==> config.mk <==
export PLATFORM = sky130hd
export DESIGN_NAME = sbsram_ctrl
export DESIGN_NICKNAME = d
export VERILOG_FILES = /design/src/rtl/sbsram_pkg.sv /design/src/rtl/sbsram_burst.sv /design/src/rtl/sbsram_decode.sv /design/src/rtl/sbsram_array.sv /design/src/rtl/sbsram_ctrl.sv
export SDC_FILE = /design/constraint.sdc
export NUM_CORES = 1
export LEC_CHECK = 0
export BUFFER_PORTS_ARGS = -buffer_cell sky130_fd_sc_hd__buf_2
export CORE_MARGIN = 5
export CORE_UTILIZATION = 50
export DETAILED_ROUTE_END_ITERATION = 16
export GPL_TIMING_DRIVEN = 0
export PLACE_DENSITY = 0.73
export SLEW_MARGIN = 25
export SYNTH_ARGS = -nofsm -noshare
export SYNTH_HDL_FRONTEND = slang
export SYNTH_SLANG_ARGS = --single-unit
==> constraint.sdc <==
create_clock -name clk -period 7.7 [get_ports clk]
set_clock_uncertainty 0.2 [all_clocks]
set_input_delay 0.77 -clock clk [delete_from_list [all_inputs] [get_ports clk]]
set_output_delay 0.77 -clock clk [all_outputs]
set_load 0.01 [all_outputs]
==> src/rtl/sbsram_pkg.sv <==
package sbsram_pkg;
  localparam int unsigned BURST_BITS = 2;

  typedef enum logic [1:0] {
    SRC_NONE = 2'd0,
    SRC_CPU  = 2'd1,
    SRC_CTL  = 2'd2
  } start_src_e;

  function automatic logic [BURST_BITS-1:0] burst_seq(
    input logic [BURST_BITS-1:0] base,
    input logic [BURST_BITS-1:0] k,
    input logic                  linear
  );
    return linear ? (base + k) : (base ^ k);
  endfunction
endpackage

==> src/rtl/sbsram_burst.sv <==
module sbsram_burst
  import sbsram_pkg::*;
#(
  parameter int unsigned BW = BURST_BITS
) (
  input  logic          clk,
  input  logic          rst_n,
  input  logic          ce,
  input  logic          load,
  input  logic          step,
  input  logic [BW-1:0] base,
  input  logic          linear,
  output logic [BW-1:0] cur,
  output logic [BW-1:0] nxt
);
  logic [BW-1:0] base_q, base_d;
  logic [BW-1:0] cnt_q, cnt_d;
  logic          lin_q, lin_d;

  always_comb begin
    base_d = base_q;
    cnt_d  = cnt_q;
    lin_d  = lin_q;
    if (load) begin
      base_d = base;
      cnt_d  = '0;
      lin_d  = linear;
    end else if (step) begin
      cnt_d = cnt_q + 1'b1;
    end
  end

  always_ff @(posedge clk or negedge rst_n) begin
    if (!rst_n) begin
      base_q <= '0;
      cnt_q  <= '0;
      lin_q  <= 1'b1;
    end else if (ce) begin
      base_q <= base_d;
      cnt_q  <= cnt_d;
      lin_q  <= lin_d;
    end
  end

  assign cur = burst_seq(base_q, cnt_q, lin_q);
  assign nxt = burst_seq(base_q, cnt_q + 1'b1, lin_q);

  // the count moves by one and wraps on every advance
  a_r10_step_wraps: assert property (@(posedge clk) disable iff (!rst_n)
    (ce && step && !load) |=> (cnt_q == BW'($past(cnt_q) + 1'b1)));
endmodule

==> src/rtl/sbsram_decode.sv <==
module sbsram_decode
  import sbsram_pkg::*;
#(
  parameter int unsigned LANES = 2
) (
  input  logic             clk,
  input  logic             rst_n,
  input  logic             sleep,
  input  logic             sel_a_n,
  input  logic             sel_b,
  input  logic             sel_c_n,
  input  logic             cpu_start_n,
  input  logic             ctl_start_n,
  input  logic             adv_n,
  input  logic             all_wr_n,
  input  logic             lane_wr_n,
  input  logic [LANES-1:0] lane_sel_n,
  output logic             load,
  output logic             step,
  output logic             rd_go,
  output logic             wr_go,
  output logic [LANES-1:0] lane_we
);
  logic             chip_sel;
  start_src_e       src;
  logic [LANES-1:0] lanes_req;
  logic             any_wr;
  logic             act_q, act_d;

  assign chip_sel = !sel_a_n && sel_b && !sel_c_n;

  always_comb begin
    if (!cpu_start_n && !sel_a_n) src = SRC_CPU;
    else if (!ctl_start_n)        src = SRC_CTL;
    else                          src = SRC_NONE;
  end

  always_comb begin
    for (int i = 0; i < int'(LANES); i++) begin
      lanes_req[i] = !all_wr_n || (!lane_wr_n && !lane_sel_n[i]);
    end
  end
  assign any_wr = |lanes_req;

  always_comb begin
    load    = 1'b0;
    step    = 1'b0;
    rd_go   = 1'b0;
    wr_go   = 1'b0;
    lane_we = '0;
    act_d   = act_q;
    if (!sleep) begin
      if (src != SRC_NONE) begin
        if (chip_sel) begin
          load  = 1'b1;
          act_d = 1'b1;
          if (src == SRC_CTL && any_wr) begin
            wr_go   = 1'b1;
            lane_we = lanes_req;
          end else begin
            rd_go = 1'b1;
          end
        end else begin
          act_d = 1'b0;
        end
      end else if (act_q) begin
        step = !adv_n;
        if (any_wr) begin
          wr_go   = 1'b1;
          lane_we = lanes_req;
        end else begin
          rd_go = 1'b1;
        end
      end
    end
  end

  always_ff @(posedge clk or negedge rst_n) begin
    if (!rst_n)      act_q <= 1'b0;
    else if (!sleep) act_q <= act_d;
  end

  // the processor strobe never writes in its opening cycle
  a_r3_cpu_opens_read: assert property (@(posedge clk) disable iff (!rst_n)
    (!sleep && !cpu_start_n && !sel_a_n) |-> (lane_we == '0));

  // a strobe seen while deselected writes nothing and closes the burst
  a_r1_desel_closes: assert property (@(posedge clk) disable iff (!rst_n)
    (!sleep && !chip_sel && (!ctl_start_n || (!cpu_start_n && !sel_a_n)))
      |=> !act_q);
endmodule

==> src/rtl/sbsram_array.sv <==
module sbsram_array #(
  parameter int unsigned DEPTH = 16,
  parameter int unsigned LANES = 2,
  parameter int unsigned LB    = 8,
  localparam int unsigned AW   = $clog2(DEPTH),
  localparam int unsigned W    = LANES * (LB + 1)
) (
  input  logic             clk,
  input  logic             rst_n,
  input  logic             ce,
  input  logic             re,
  input  logic [LANES-1:0] we,
  input  logic [AW-1:0]    addr,
  input  logic [W-1:0]     wdata,
  output logic [W-1:0]     rdata
);
  for (genvar g = 0; g < int'(LANES); g++) begin : g_lane
    logic [LB:0] store [DEPTH];
    logic [LB:0] wr_word;
    logic [LB:0] rd_q;

    assign wr_word = {wdata[LANES*LB+g], wdata[g*LB +: LB]};

    always_ff @(posedge clk) begin
      if (ce && we[g]) store[addr] <= wr_word;
    end

    always_ff @(posedge clk or negedge rst_n) begin
      if (!rst_n)        rd_q <= '0;
      else if (ce && re) rd_q <= store[addr];
    end

    assign rdata[g*LB +: LB]  = rd_q[LB-1:0];
    assign rdata[LANES*LB+g]  = rd_q[LB];
  end

  // read and write never coincide on the array
  a_r7_rd_wr_exclusive: assert property (@(posedge clk) disable iff (!rst_n)
    !(re && (we != '0)));
endmodule

==> src/rtl/sbsram_ctrl.sv <==
module sbsram_ctrl
  import sbsram_pkg::*;
#(
  parameter int unsigned DEPTH     = 16,
  parameter int unsigned LANES     = 2,
  parameter int unsigned LANE_BITS = 8,
  localparam int unsigned AW       = $clog2(DEPTH),
  localparam int unsigned BW       = BURST_BITS,
  localparam int unsigned W        = LANES * (LANE_BITS + 1)
) (
  input  logic             clk,
  input  logic             rst_n,
  input  logic             sel_a_n,
  input  logic             sel_b,
  input  logic             sel_c_n,
  input  logic             cpu_start_n,
  input  logic             ctl_start_n,
  input  logic             adv_n,
  input  logic [AW-1:0]    addr,
  input  logic             all_wr_n,
  input  logic             lane_wr_n,
  input  logic [LANES-1:0] lane_sel_n,
  input  logic             lin_order,
  input  logic             out_en_n,
  input  logic             sleep,
  input  logic [W-1:0]     wdata,
  output logic [W-1:0]     rdata,
  output logic             bus_drive
);
  logic             ce;
  logic             load, step, rd_go, wr_go;
  logic [LANES-1:0] lane_we;
  logic [BW-1:0]    seq_cur, seq_nxt;
  logic [AW-BW-1:0] hi_q, hi_d;
  logic             rdv_q, rdv_d;
  logic [AW-1:0]    eff_addr;

  assign ce = !sleep;

  sbsram_decode #(.LANES(LANES)) u_decode (
    .clk         (clk),
    .rst_n       (rst_n),
    .sleep       (sleep),
    .sel_a_n     (sel_a_n),
    .sel_b       (sel_b),
    .sel_c_n     (sel_c_n),
    .cpu_start_n (cpu_start_n),
    .ctl_start_n (ctl_start_n),
    .adv_n       (adv_n),
    .all_wr_n    (all_wr_n),
    .lane_wr_n   (lane_wr_n),
    .lane_sel_n  (lane_sel_n),
    .load        (load),
    .step        (step),
    .rd_go       (rd_go),
    .wr_go       (wr_go),
    .lane_we     (lane_we)
  );

  sbsram_burst #(.BW(BW)) u_burst (
    .clk    (clk),
    .rst_n  (rst_n),
    .ce     (ce),
    .load   (load),
    .step   (step),
    .base   (addr[BW-1:0]),
    .linear (lin_order),
    .cur    (seq_cur),
    .nxt    (seq_nxt)
  );

  always_comb begin
    if (load)      eff_addr = addr;
    else if (step) eff_addr = {hi_q, seq_nxt};
    else           eff_addr = {hi_q, seq_cur};
  end

  always_comb begin
    hi_d  = load ? addr[AW-1:BW] : hi_q;
    rdv_d = rd_go;
  end

  always_ff @(posedge clk or negedge rst_n) begin
    if (!rst_n) begin
      hi_q  <= '0;
      rdv_q <= 1'b0;
    end else if (ce) begin
      hi_q  <= hi_d;
      rdv_q <= rdv_d;
    end
  end

  sbsram_array #(
    .DEPTH (DEPTH),
    .LANES (LANES),
    .LB    (LANE_BITS)
  ) u_array (
    .clk   (clk),
    .rst_n (rst_n),
    .ce    (ce),
    .re    (rd_go),
    .we    (lane_we),
    .addr  (eff_addr),
    .wdata (wdata),
    .rdata (rdata)
  );

  assign bus_drive = ce && !out_en_n && rdv_q && !wr_go;

  // the bus is never driven against a high output enable or in sleep
  a_r8_drive_needs_oe: assert property (@(posedge clk) disable iff (!rst_n)
    bus_drive |-> (!out_en_n && !sleep));

  // read data is frozen across a sleep cycle
  a_r9_sleep_freezes: assert property (@(posedge clk) disable iff (!rst_n)
    sleep |=> $stable(rdata));

  // a global write always reaches every lane
  a_r5_global_all_lanes: assert property (@(posedge clk) disable iff (!rst_n)
    (wr_go && !all_wr_n) |-> (lane_we == '1));
endmodule

; Yosys cells after proc, flatten, opt, wreduce, memory -nomap -nowiden
; Memory sizes are Yosys's and may differ from the RTL's. A register that Yosys moved wholly into a read port is not among the register bits.
; Cells that the tools add are included.
[op_classes]
addsub = 3
n_eq_ne = 1
muxes = 36
bitwise_logic = 3
n_reduce_logical = 33
[ops]
columns = cell, count
row1 = two-way mux 2 bit, 13
row2 = two-way mux 1 bit, 22
row3 = zero test 1 bit, 13
row4 = logical AND 1 bit, 12
row5 = AND reduction 2 bit, 3
row6 = adder 2 bit, 2
row7 = two-way mux 4 bit, 1
row8 = nonzero test 2 bit, 2
row9 = bitwise XOR 2 bit, 2
row10 = adder 2 x 1 -> 2 bit (second input constant), 1
row11 = equality test 2 bit (second input constant), 1
row12 = logical OR 1 bit, 2
row13 = OR reduction 2 bit, 1
row14 = inverter 1 bit, 1
[word_totals]
ff_bits = 9
ram_bits = 288
input_bits = 37
out_inout_bits = 19
wordCells = 84
n_memories = 2
[memory_table]
columns = name, words, width, rd, rd_clocked_by_memory_dff, wr, line
row1 = u_array.g_lane[0].store, 16, 9, 1, 1, 1, sbsram_array.sv:18  ; logic [LB:0] store [DEPTH];
row2 = u_array.g_lane[1].store, 16, 9, 1, 1, 1, sbsram_array.sv:18

; Logic depth before layout (Yosys ltp)
; Gate-level depths: netlist of run 1.
[depth]
ltp_word = 12
depth_mapped = 11
depth_no_buf = 9

; Hierarchy
; A second synthesis of run 1 with hierarchy kept.
[unflattened]
hier_cells = 722
hier_area_um2 = 12464.5
[modules_own_cells]
columns = module, instances, cells_each, area_each_um2, seq_area_each_um2
row1 = sbsram_array, 1, 653, 11785.1, 9098.7
row2 = sbsram_burst, 1, 28, 299.0, 126.4
row3 = sbsram_ctrl, 1, 17, 202.7, 75.1
row4 = sbsram_decode, 1, 24, 177.7, 25.0

; Least setup slack after synthesis of run 1
; No wires, ideal clock.
[synth_path]
kind = input-to-reg
startpoint = input sleep
endpoint = memory u_array.g_lane[0].store[10][0] in the netlist's numbering (enable)
setup_time_ns = 0.374
t_arrival_ns = 2.645
t_required_ns = 7.126
setup_slack_ns = 4.480
stages = 10
n_path_buf = 4
cell_sequence = buf_2 a21oi_2 and2_4 buf_2 a211o_1 nand3_1 buf_4 buf_4 nand2_1 nor2_1
[synth_via]
elab_chain_len = 4
elab_cells_between_ends = 9
cone_classes = mux: 7 / reduce/logical: 2
[synth_rtl]
columns = element, line
row1 = "start, declared", sbsram_ctrl.sv:25  ; input logic sleep,
row2 = two-way mux 2 bit or zero test 1 bit (tied branches), --
row3 = logical AND 1 bit, sbsram_array.sv:25  ; if (ce && we[g]) store[addr] <= wr_word;
row4 = two-way mux 1 bit, sbsram_array.sv:25
row5 = two-way mux 1 bit (not written as such), sbsram_array.sv:25
row6 = "end, declared", sbsram_array.sv:18
; Several ways; a longest one is shown, not always the timed one.

; Worst setup path after layout of run 1
[layout_path]
startpoint = register u_burst.cnt_q[0]
endpoint = memory u_array.g_lane[1].store[1][3] in the netlist's numbering (enable)
[layout_via]
elab_chain_len = 5
elab_cells_between_ends = 9
cone_classes = add/sub: 3 / mux: 4 / bitwise: 2
[layout_rtl]
columns = element, line
row1 = "start, declared", sbsram_burst.sv:17  ; logic [BW-1:0] cnt_q, cnt_d;
row2 = "start signal, assigned", sbsram_burst.sv:40  ; cnt_q <= cnt_d;
row3 = adder 2 x 1 -> 2 bit, sbsram_burst.sv:46  ; assign nxt = burst_seq(base_q, cnt_q + 1'b1, lin_q);
row4 = adder 2 bit or bitwise XOR 2 bit (tied branches), sbsram_pkg.sv:15  ; return linear ? (base + k) : (base ^ k);
row5 = two-way mux 2 bit, sbsram_pkg.sv:15
row6 = two-way mux 2 bit (*), sbsram_ctrl.sv:74  ; else if (step) eff_addr = {hi_q, seq_nxt};
row7 = two-way mux 4 bit (*), sbsram_ctrl.sv:73  ; if (load) eff_addr = addr;
row8 = "end, declared", sbsram_array.sv:18
; Mark *: on every way between the ends. The rest lies on a longest branch, timed or not.

==> flow_metrics.tcl, run 1 <==
set metrics [dict create \
    combPwrFrac 0.245 \
    arrival_ns 3.79 \
    swShare 0.2816 \
    ys_ff_latch 315 \
    io_pins 56 \
    period_minus_slack_ns 3.835 \
    rsz0062_at_grt "false" \
    hold_buffers 0 \
    max_stage_delay_ns 0.93 \
    clockRootBuffer "clkbuf_16" \
    crit_path_end_kind "flop" \
    slew_viol_final 0 \
    r2r_end "u_array.g_lane[1].store[1][3]" \
    synthCells 723 \
    viasPerCell 5.762 \
    required_ns 7.65 \
    crit_fanout 10 \
    synthArstFlopShare 0.08571 \
    initial_core_util 0.5079 \
    worstSetupPathType "flop to flop" \
    p_leak_nw 5.036 \
    clkTransAtPathRegs_ns 0.06 \
    min_path_type "primary input to async pin" \
    power.total_mw 4.461 \
    grt_first_pass_wirelength_um 41610 \
    status "finished, final reports clean" \
    clk_latency_ns 0.54 \
    diodes 0 \
    grt_overflow 0 \
    core_mm2 0.02525 \
    p_seq_frac 0.444 \
    place_hpwl_um 18790 \
    cpMostUsedCell "buf_4" \
    die_w_um 170.2 \
    grt_use_total 0.1958 \
    ir_worst_vdd_mv 0.1389 \
    power_density_mw_per_mm2 308.1 \
    synth-main-ff-cell "edfxtp_1" \
    synth_warnings 0 \
    layout_setup_ws_ns 3.865 \
    layout_common_cells "288 x edfxtp_1, 180 x mux2i_1, 61 x buf_2, 45 x nor2_1, 35 x nand2_1" \
    post-cts-setup-buffers 0 \
    mostFrequentLayoutCell "edfxtp_1" \
    place.gp.congestion 0.8704 \
    synth_edf_count 288 \
    synth_top_area_cell "edfxtp_1" \
    ys_seq_area_frac 0.7271 \
    clockPowerShare 0.311 \
    critPathSlowestCell "nor2_1" \
    max_freq_mhz 260.8 \
    area_growth_pct 12.91 \
    grt_max_degree 28 \
    htreeDepth 1 \
    start_kind "flop" \
    fin_crit_sh 0.4980 \
    slew_headroom 0.2511 \
    synthTopCellsByArea "edfxtp_1 67%, mux2i_1 14%, dfrtp_1 5.1%" \
    r2r_start "u_burst.cnt_q[0]" \
    layout-drive-gt1-share 0.2175 \
    fp.dieArea_mm2 0.02895 \
    drtPass1Iterations 5 \
    r2r_setup_slack_ns 3.87 \
    wl_per_cell_um 24.57 \
    synth_area_mm2 0.01283 \
    cts_resized 0 \
    antenna_found_initial 0 \
    dieHeight_um 170.2 \
    drc 0 \
    wirelength_um 28550 \
    vias 6695 \
    finalSetupViolCount 0 \
    crit_chain "inv_1, ha_1, a21boi_1, o31ai_4, buf_4, buf_4, nand4_1, nor2_1" \
    synth_area_per_cell_um2 17.74 \
    synth.distinct_cells 48 \
    io_buffers 54 \
    clkSinkCount 315 \
    ant_nets 0 \
    synthesis.nets 762 \
    reg2reg_depth 8 \
    internal-power_mw 3.205 \
    drt-initial-drc-count 580 \
    finalHoldViolCount 0 \
    cts_buffers 30 \
    setup_tns_ns 0 \
    rows 58 \
    switching_power_mw 1.256 \
    post-synth-top-area-fraction 0.6743 \
    worstMarginPinSlew_ns 1.119 \
    grt_pass1_vias 6745 \
    maxCapViolCount 0 \
    fin_nets 848 \
    cts_tree "yes" \
    pre_cts_slack_ns 3.455 \
    clk_path_buf_depth 3 \
]
[registers in the layout, summed over array words and instances, names as in the netlist]
signal,count
u_burst.base_q,2
u_array.g_lane.rd_q,18
rdv_q,1
u_decode.act_q,1
u_burst.lin_q,1
u_array.g_lane.store,288
hi_q,2
u_burst.cnt_q,2
[synth_stat cells, types with 2 or more instances]
cell type,instances
edfxtp_1,288
mux2i_1,180
nor2_1,55
nand2_1,35
dfrtp_1,26
a211oi_2,18
mux4_2,18
o22ai_1,18
buf_4,15
buf_2,7
nand3b_1,5
clkbuf_1,4
nand3_1,4
a21oi_1,3
and2_1,3
buf_6,3
o21ai_0,3
a21oi_2,2
ha_1,2
inv_2,2
nand4_1,2
o211ai_1,2
or3_1,2
xnor2_1,2
[cells by family after synthesis]
| family | synth area share |
|---|---|
| adders and majority gates | 0.001951 |
| and+or+nand+nor | 0.04234 |
| DFF | 0.7271 |
| AOI/OAI and AO/OA | 0.03775 |
| xor gates and xnor gates | 0.002049 |
| muxes | 0.1721 |
| buffers and inverters | 0.01678 |
[worst max-delay path by stage]
stage / slack, ns / endpoint / cells past startpoint / from
floorplan: 4.48 / u_array.g_lane[0].store[10][0] / 10 / sleep
global placement: 3.47 / u_array.g_lane[0].store[1][1] / 8 / sel_a_n
detailed placement: 3.46 / u_array.g_lane[0].store[13][1] / 8 / sel_a_n
CTS: 3.83 / u_array.g_lane[0].store[13][4] / 8 / u_burst.cnt_q[0]
global route: 3.71 / u_array.g_lane[0].store[14][3] / 10 / u_burst.cnt_q[0]
finish: 3.87 / u_array.g_lane[1].store[1][3] / 8 / u_burst.cnt_q[0]
[through the flow]
step,utilization,hold slack [ns],instance area (um2),std cells
6_report,0.5734,0.09958,14480,1162
5_1_grt,0.5734,0.1395,14480,1162
4_1_cts,0.5730,0.1220,14470,1162
3_5_place_dp,0.5355,0.2678,13520,1107
3_3_place_gp,0.5349,0.2662,13510,1107
2_1_floorplan,-,0.2412,12830,723
[per-layer routing]
layer  wire (um)  vias to the layer above  GRT usage
li1            -                     3001          -
met1       11240                     3350     0.2640
met2       14200                      282     0.3243
met3        2252                       62    0.03810
met4         857                        0    0.06354
met5           0                        -          0
[final cells by class]
| type | instances | area (um2) |
|---|---|---|
| Sequential cell | 315 | 9325 |
| Buffer | 30 | 203.9 |
| Fill cell | 1901 | 10770 |
| Clock inverter | 10 | 48.80 |
| Timing Repair Buffer | 54 | 270.3 |
| Tap cell | 330 | 412.9 |
| Multi-Input combinational cell | 375 | 3311 |
| Inverter | 3 | 11.26 |
| Clock buffer | 45 | 898.4 |
[power groups by stage]
stage          logic (mW)  clock network, mW  registers [mW]
4_1_cts              1.10               1.40            1.98
5_1_grt              1.16               1.48            1.99
3_5_place_dp         1.09                  0            2.02
2_1_floorplan       0.734                  0            2.02
6_report             1.09               1.39            1.98
3_3_place_gp         1.07                  0            2.02
[critical path, delay by kind of cell, from the launching register on]
kind / cells / cell delay [ns]
AND/OR/NAND/NOR: 2 / 1.42
AO/OA/AOI/OAI: 2 / 0.44
flip-flops: 1 / 0.40
buffers and inverters: 3 / 0.66
adder cells (fa/ha/maj): 1 / 0.32
Power figures use the tool's default switching activity.
==> inputs of run 2 (changes only) <==
==> constraint.sdc (replaced) <==
create_clock -name clk -period 3.55 [get_ports clk]
set_clock_uncertainty 0.2 [all_clocks]
set_input_delay 0.355 -clock clk [delete_from_list [all_inputs] [get_ports clk]]
set_output_delay 0.355 -clock clk [all_outputs]
set_load 0.01 [all_outputs]
==> flow_metrics.tcl, run 2 (same netlist as run 1, synthesis figures left out) <==
set metrics [dict create \
    clk_path_buf_depth 3 \
    violations "setup timing" \
    min_from "wdata[1]" \
    clk_latency_ns 0.54 \
    required_ns 3.51 \
    p_leak_nw 5.138 \
    finalHoldViolCount 0 \
    whs_endpoint "u_array.g_lane[0].store[10][1]" \
    power_density_mw_per_mm2 660.3 \
    rsz0062_at_grt "true" \
    place.gp.congestion 0.8704 \
    max_freq_mhz 274.2 \
    fin_crit_sh 1.027 \
    rows 58 \
    final-seq-area_mm2 0.009325 \
    finalSetupViolCount 63 \
    viasPerCell 5.759 \
    drc 0 \
    fin_nets 870 \
    clockRootBuffer "clkbuf_16" \
    setup_tns_ns -2.008 \
    crit_fanout 10 \
    largest_register_ffs 288 \
    r2r_setup_slack_ns -0.1 \
    io_buffers 54 \
    period_minus_slack_ns 3.647 \
    layout-drive-gt1-share 0.2459 \
    r2r_end "u_array.g_lane[1].store[7][5]" \
    regMostFlops "u_array.g_lane.store" \
    drtPass1Iterations 5 \
    place_hpwl_um 18790 \
    arrival_ns 3.61 \
    cp_top_family "simple AND/OR/NAND/NOR gates" \
    grt_first_pass_wirelength_um 41900 \
    wl_per_cell_um 24.40 \
    grt_overflow 0 \
    r2r_start "u_burst.cnt_q[0]" \
    grt_max_degree 28 \
    cts_buffers 30 \
    vias 6819 \
    reg2reg_depth 10 \
    layout_common_cells "288 x edfxtp_1, 180 x mux2i_1, 61 x buf_2, 35 x nand2_1, 31 x clkbuf_16" \
    largestRegisters "u_array.g_lane.store: 288 flops, u_array.g_lane.rd_q: 18 flops" \
    clkTransAtPathRegs_ns 0.06 \
    max_stage_delay_ns 0.68 \
    fin_cells 1184 \
    worstSetupPathType "flop to flop" \
    stdcell_area_mm2 0.01483 \
    whs_path_depth 1 \
    crit_buf_inv 3 \
    start_kind "flop" \
    core_mm2 0.02525 \
    area_growth_pct 15.64 \
    worstMarginPinSlew_ns 0.8387 \
    antenna_found_initial 0 \
    slew_viol_final 0 \
    maxCapViolCount 0 \
    min_path_type "primary input to flop" \
    placed_cells 1107 \
    fillers 1876 \
    grt_pass1_vias 6867 \
    fp.dieArea_mm2 0.02895 \
    mostFrequentLayoutCell "edfxtp_1" \
    diodes 0 \
    cpMostUsedCell "buf_4" \
    cts_tree "yes" \
    status "complete, but fails checks" \
    multi_input_area_mm2 0.003421 \
    slew_headroom 0.4409 \
    placed_area_mm2 0.01352 \
    grt_use_total 0.1968 \
    ant_nets 0 \
    critPathSlowestCell "nor2_2" \
    initial_core_util 0.5079 \
    final_core_util 0.5873 \
    drt-initial-drc-count 629 \
    wirelength_um 28890 \
    clkSinkCount 315 \
    crit_path_end_kind "flop" \
    layout_setup_ws_ns -0.09662 \
    dieHeight_um 170.2 \
    ir_worst_vdd_mv 0.3154 \
    die_w_um 170.2 \
    io_pins 56 \
    crit_chain "inv_1, ha_1, a21boi_0, o211ai_1, a211o_1, nand3_1, buf_4, buf_4, nand2_1, nor2_2" \
    htreeDepth 1 \
]
## run 2: changes by cell type in the layout (fill, tap and decap cells not counted)
| cell | previous run | this run |
|---|---|---|
| nor2_1 | 45 | 23 |
| dlygate4sd3_1 | 0 | 15 |
| nor2_2 | 11 | 22 |
| nor2_4 | 0 | 11 |
| buf_4 | 15 | 19 |
| buf_12 | 0 | 3 |
## run 2: where the power goes
group / switching, mW / internal [mW] / total (mW)
logic: 1.40 / 1.09 / 2.49
clock network: 1.27 / 1.74 / 3.01
registers: 0.109 / 4.19 / 4.30
## run 2: per-stage QoR
stage / setup slack (ns) / total power [mW] / hold slack (ns)
2_1_floorplan: 0.6956 / 5.974 / -0.1406
3_3_place_gp: -0.2679 / 6.703 / 0.2662
3_5_place_dp: -0.2938 / 6.744 / 0.2678
4_1_cts: -0.2322 / 9.749 / 0.001156
5_1_grt: -0.2907 / 10.15 / 0.01773
6_report: -0.09662 / 9.794 / 0.01735
## run 2: worst max-delay path by stage
stage                           from                        endpoint  slack, ns  depth (start not counted)
CTS                 u_burst.cnt_q[0]   u_array.g_lane[1].store[9][1]      -0.23                          8
floorplan           u_burst.cnt_q[0]   u_array.g_lane[0].store[1][0]       0.70                          8
detailed placement  u_burst.cnt_q[0]  u_array.g_lane[0].store[13][2]      -0.29                          8
global placement             sel_a_n   u_array.g_lane[0].store[1][1]      -0.27                          8
global route        u_burst.cnt_q[0]  u_array.g_lane[0].store[11][6]      -0.29                         10
finish              u_burst.cnt_q[0]   u_array.g_lane[1].store[7][5]       -0.1                         10
## run 2: layout make-up
cell class,count,share of cell area
inverters,3,0.0007592
well taps,330,0.02784
plain buffers,30,0.01375
clock buffers,45,0.06057
flip-flops and latches,315,0.6287
multi-input cells,375,0.2306
clock inverters,10,0.003290
repair buffers,76,0.03442
## run 2: timing repair
action	in CTS	in global routing
endpoints found under the setup margin	225	250
setup buffers	0	7
hold buffers	15	0
pin swaps	0	3
gates cloned	0	0
resized for setup	21	16
hold endpoints to repair	114	0
## run 2: routing by layer
layer / up-vias / global-route usage / wire length, um
li1: 3047 / - / -
met2: 283 / 0.3277 / 14350
met5: - / 0 / 0
met3: 65 / 0.03531 / 2420
met4: 0 / 0.06701 / 977
met1: 3424 / 0.2645 / 11140
